--- config.mk ---
export PLATFORM = sky130hd
export DESIGN_NAME = irq_step_timer
export DESIGN_NICKNAME = d
export VERILOG_FILES = /design/src/rtl/irqt_pkg.sv /design/src/rtl/irqt_qualify.sv /design/src/rtl/irqt_counter.sv /design/src/rtl/irqt_entry.sv /design/src/rtl/irq_step_timer.sv
export SDC_FILE = /design/constraint.sdc
export NUM_CORES = 1
export LEC_CHECK = 0
export ABC_AREA = 1
export ABC_CLOCK_PERIOD_IN_PS = 1600
export BUFFER_PORTS_ARGS = -buffer_cell sky130_fd_sc_hd__clkbuf_2
export CAP_MARGIN = 20
export CORE_AREA = 2 2 100 102
export CTS_CLUSTER_SIZE = 8
export DETAILED_ROUTE_END_ITERATION = 10
export DIE_AREA = 0 0 102 104
export GPL_TIMING_DRIVEN = 0
export MAX_ROUTING_LAYER = met4
export PLACE_DENSITY_LB_ADDON = 0.08
export SETUP_SLACK_MARGIN = 0.02
export SLEW_MARGIN = 20
export SYNTH_ARGS = -nofsm -noshare
export SYNTH_HDL_FRONTEND = slang
export SYNTH_SLANG_ARGS = --single-unit
--- constraint.sdc ---
create_clock -name clk -period 1.6 [get_ports clk]
set_clock_uncertainty 0.2 [all_clocks]
set_input_delay 0.16 -clock clk [delete_from_list [all_inputs] [get_ports clk]]
set_output_delay 0.16 -clock clk [all_outputs]
set_load 0.005 [all_outputs]
--- src/rtl/irqt_pkg.sv ---
// Shared constants and helpers for the instruction-count timer interrupt unit.
// Assumes word-indexed PCs and byte-addressed handler vectors (4 bytes/word).
package irqt_pkg;
    // Word index receiving the saved return PC
    localparam int unsigned SAVE_WORD = 1;
    // Byte offset bits inside one word
    localparam int unsigned BYTE_SHIFT = 2;

    // Event kind seen at instruction completion
    typedef enum logic [1:0] {
        EV_NONE  = 2'd0,
        EV_COUNT = 2'd1,
        EV_SKIP  = 2'd2
    } ev_kind_t;
endpackage

--- src/rtl/irqt_qualify.sv ---
// Classifies each completion pulse: only a non-branching, non-I/O subtract
// counts. Assumes retire_i is a single-cycle pulse per instruction.
module irqt_qualify
    import irqt_pkg::*;
(
    input  logic     retire_i,
    input  logic     taken_i,
    input  logic     io_i,
    output ev_kind_t kind_o
);
    // Map the completion flags to an event kind
    always_comb begin
        if (!retire_i)            kind_o = EV_NONE;
        else if (taken_i || io_i) kind_o = EV_SKIP;
        else                      kind_o = EV_COUNT;
    end
endmodule

--- src/rtl/irqt_counter.sv ---
// Instruction counter and trigger decision. The enable test comes first:
// while the vector word is zero the count holds. Comparison uses the value
// before the increment; a trigger clears the count.
module irqt_counter
    import irqt_pkg::*;
#(
    parameter int unsigned THRESH = 300000,
    parameter int unsigned CW     = $clog2(THRESH + 2) + 1
) (
    input  logic          clk,
    input  logic          rst_n,
    input  ev_kind_t      kind_i,
    input  logic          enabled_i,
    output logic          fire_o,
    output logic [CW-1:0] cnt_o
);
    localparam logic [CW-1:0] LIMIT = CW'(THRESH);

    logic [CW-1:0] cnt_q;

    // Trigger when enabled, qualifying and past the limit
    always_comb fire_o = (kind_i == EV_COUNT) && enabled_i && (cnt_q > LIMIT);

    // Advance, clear on trigger, hold otherwise
    always_ff @(posedge clk) begin
        if (!rst_n)                                    cnt_q <= '0;
        else if (fire_o)                               cnt_q <= '0;
        else if ((kind_i == EV_COUNT) && enabled_i)    cnt_q <= cnt_q + 1'b1;
    end

    assign cnt_o = cnt_q;
endmodule

--- src/rtl/irqt_entry.sv ---
// Registers the interrupt entry: one-cycle save write of the return byte
// address and one-cycle PC override to the handler word index.
// Assumes the core waits one cycle after its completion pulse before fetching.
module irqt_entry
    import irqt_pkg::*;
#(
    parameter int unsigned DW = 32,
    parameter int unsigned AW = 30
) (
    input  logic          clk,
    input  logic          rst_n,
    input  logic          fire_i,
    input  logic [AW-1:0] pc_i,
    input  logic [DW-1:0] vec_i,
    output logic          go_o,
    output logic [DW-1:0] save_o,
    output logic [AW-1:0] target_o
);
    localparam int unsigned PW = AW + BYTE_SHIFT;

    logic [PW-1:0] pc_bytes;
    logic [DW-1:0] vec_words;

    // Byte address of the return point and word index of the handler
    always_comb begin
        pc_bytes  = {pc_i, {BYTE_SHIFT{1'b0}}};
        vec_words = vec_i >> BYTE_SHIFT;
    end

    // Pulse register
    always_ff @(posedge clk) begin
        if (!rst_n) go_o <= 1'b0;
        else        go_o <= fire_i;
    end

    // Payload captured at the triggering completion
    always_ff @(posedge clk) begin
        if (!rst_n) begin
            save_o   <= '0;
            target_o <= '0;
        end else if (fire_i) begin
            save_o   <= DW'(pc_bytes);
            target_o <= AW'(vec_words);
        end
    end
endmodule

--- src/rtl/irq_step_timer.sv ---
// Top of the instruction-count timer interrupt unit. Counts completed
// non-branching subtracts while memory word 0 is nonzero and, past the
// threshold, saves the return byte address to word 1 and redirects the PC.
module irq_step_timer
    import irqt_pkg::*;
#(
    parameter int unsigned DW     = 32,
    parameter int unsigned AW     = 30,
    parameter int unsigned THRESH = 300000
) (
    input  logic          clk,
    input  logic          rst_n,
    input  logic          retire_i,
    input  logic          taken_i,
    input  logic          io_i,
    input  logic [AW-1:0] pc_i,
    input  logic [DW-1:0] vec_word_i,
    output logic          mem_wr_o,
    output logic [AW-1:0] mem_waddr_o,
    output logic [DW-1:0] mem_wdata_o,
    output logic          pc_ovr_o,
    output logic [AW-1:0] pc_new_o
);
    localparam int unsigned CW = $clog2(THRESH + 2) + 1;

    ev_kind_t      kind;
    logic          enabled;
    logic          fire;
    logic          go;
    logic [CW-1:0] cnt;

    // Word 0 nonzero is the enable
    always_comb enabled = (vec_word_i != '0);

    irqt_qualify u_qualify (
        .retire_i (retire_i),
        .taken_i  (taken_i),
        .io_i     (io_i),
        .kind_o   (kind)
    );

    irqt_counter #(.THRESH(THRESH), .CW(CW)) u_counter (
        .clk       (clk),
        .rst_n     (rst_n),
        .kind_i    (kind),
        .enabled_i (enabled),
        .fire_o    (fire),
        .cnt_o     (cnt)
    );

    irqt_entry #(.DW(DW), .AW(AW)) u_entry (
        .clk      (clk),
        .rst_n    (rst_n),
        .fire_i   (fire),
        .pc_i     (pc_i),
        .vec_i    (vec_word_i),
        .go_o     (go),
        .save_o   (mem_wdata_o),
        .target_o (pc_new_o)
    );

    assign mem_wr_o    = go;
    assign pc_ovr_o    = go;
    assign mem_waddr_o = AW'(SAVE_WORD);
endmodule

==> results.toml <==
[status]
status = "finished, violations left"
violations = "setup timing"

[synth]
synth.most_common_cell = "nand2_1"
netlist.area_leader.share_pct = 39.8
avgSynthCellArea_um2 = 6.73
synth_commonest_cells = "nand2_1, nand3_1, dfxtp_1"
yosys_warnings = 0
ys_types = 26
synth_flop_cell = "dfxtp_1"
synth_edf_count = 0
post-synth-top-area-cell = "dfxtp_1"
async_flop_share_pct = 0
synth.area.top_cells = "dfxtp_1, nand2_1, nand3_1"
synth-seq-cells = 81
syn_area_um2 = 4080
ys_seq_area_share_pct = 39.8
syn_inst = 606

[critical_path]
cp-end-kind = "flip-flop"
cp_max_fo = 10
crit_type = "flip-flop to flip-flop"
worstPathArrival_ns = 1.88
cp-start-kind = "flip-flop"
required_ns = 1.69

[timing]
rsz0062_at_grt = "yes"
worstMarginPinSlew_ns = 0.603
report.final.slew_viol_count = 0
finalCritPeriodShare_pct = 112
setup_viol_count_final = 81
setup_ws_ns = -0.188
relSlewSlack_pct = 59.6
hold_viol = 0
fin_hold_ws_ns = 0.106
fin_crit_ns = 1.79
fmax_mhz = 559

[clocking]
cts.sinks = 81
h-tree-depth = 3
cts_made_buffers = 9
cts_buffer_depth = 2
clk_pin_slew_worst_paths_ns = 0.09
clk_latency_ns = 0.36
cts_tree = "built"
clock-root-buffer = "clkbuf_8"

[finish]
fin_area_um2 = 6300
syn_to_final_growth_pct = 54.5
finalNonFillerCells = 985
drive_above_1_share_pct = 33.6
post-route-util_pct = 66.0
antennaDiodeCount = 0
final_nets = 916

[placement]
placed_cells = 896
gp_congestion = 0.863
postPlaceCellArea_um2 = 5000
place_hpwl_mm = 8.12
io_buffers = 127

[flow_run]
maxCapViolCount = 0

[power_and_ir_drop]
peakVddDrop_mv = 0.354
p_per_area_nw_per_um2 = 619
p_leak_nw = 3.14
finalPower_mw = 3.90

[global_routing]
grt_max_degree = 17
use_met3_pct = 4.50
grt_pass1_vias = 4168
grt_remaining_overflow = 0
global_route.usage.met1_pct = 28.4
antenna_found_initial = 0
grtUsageMet2_pct = 37.9
grt_pass1_wl_mm = 19.3
busiest_layer = "met2"
track_usage_pct = 23.0

[detailed_routing]
drt_pass1_iterations = 4
vias = 4466
ant_nets = 0
routed_wl_mm = 12.3
route.detailed.drc = 0
drt-wirelength-per-cell_um = 12.5
via_per_inst = 4.53
drt_iter0_markers = 200

[floorplan]
die-area_um2 = 10600
start_util_pct = 42.7
die_height_um = 104
num_rows = 36
core_um2 = 9550
die_x_um = 102
io_pins = 161

[min_path]
hold_path.class = "input pin to flip-flop"
[where the power goes]
part	internal [mW]	leakage [nW]	switching, mW	total (mW)
clock	0.593	0.0888	0.845	1.44
combinational	0.242	2.39	0.207	0.449
sequential	2.01	0.660	0.00331	2.01
[path summary, 6_finish.rpt]
path / from / cells after the start / end / slack [ns]
worst min register to register: u_entry.target_o[3] / 2 / u_entry.target_o[3] / 0.26
worst min-delay path: retire_i / 7 / u_counter.cnt_o[15] / 0.11
worst max register to register: u_counter.cnt_o[0] / 11 / u_counter.cnt_o[3] / -0.19
worst max-delay path: u_counter.cnt_o[0] / 11 / u_counter.cnt_o[3] / -0.19
[critical path, stage by stage, from the launching register on]
cell and delay, ns:
dfxtp_4 0.38, inv_4 0.07, ha_4 0.12, nand2_2 0.05, nor3_2 0.13, nand3_1 0.11, nand2_2 0.13, inv_4 0.07
nand2_8 0.11, nand2_8 0.07, buf_8 0.16, nor2_1 0.11
[area by class of cell]
type / instances / area (um^2)
inverter: 43 / 166
tap: 133 / 166
timing repair buffer: 199 / 1380
sequential: 81 / 1650
clock buffer: 9 / 124
multi-input combinational: 448 / 2230
clock inverter: 7 / 61.3
fill: 827 / 3250
buffer: 65 / 520
[stage by stage]
stage / worst slack, ns / TNS (ns)
3_5_place_dp: -0.296 / -21.72
2_1_floorplan: 0.0177 / 0
3_3_place_gp: -0.302 / -22.62
4_1_cts: -0.159 / -10.96
6_report: -0.188 / -11.76
5_1_grt: -0.266 / -17.46
[placed cells by master (no fill, tap or decap), types with 9 or more instances in the layout]
cell | netlist | layout
buf_4 | 34 | 41
clkbuf_2 | 0 | 127
clkbuf_8 | 0 | 9
conb_1 | 2 | 32
dfxtp_1 | 81 | 68
dlygate4sd3_1 | 0 | 60
inv_1 | 41 | 35
nand2_1 | 181 | 176
nand3_1 | 135 | 107
nand3_2 | 1 | 29
nor2_1 | 71 | 63
[repair_timing]
item                                    in CTS  in global routing
endpoints found under the hold margin       60                  0
setup buffers                                4                  4
pin swaps                                    7                 16
endpoints found under the setup margin      81                 81
hold buffers                                60                  0
cloned                                       4                  2
gates resized for setup                     55                 50
[kinds of logic after synthesis]
group                      synth area share (%)
buffers and inverters                      14.8
and+or+nand+nor                            41.9
adders and majority gates                 0.614
DFF                                        39.8
other                                     0.184
xor gates and xnor gates                   2.36
AOI/OAI and AO/OA                         0.399
[state kept, by name, summed over array words and instances, names as in the netlist]
register	count
u_entry.save_o	30
u_entry.target_o	30
u_counter.cnt_o	20
u_entry.go_o	1
[metal layers]
metal,up-vias,share of wire [%]
met5,-,0
met4,0,1.6
met3,22,5.7
met2,142,49
met1,1967,44
li1,2335,-
No activity file was read; power rests on OpenSTA's default activity.
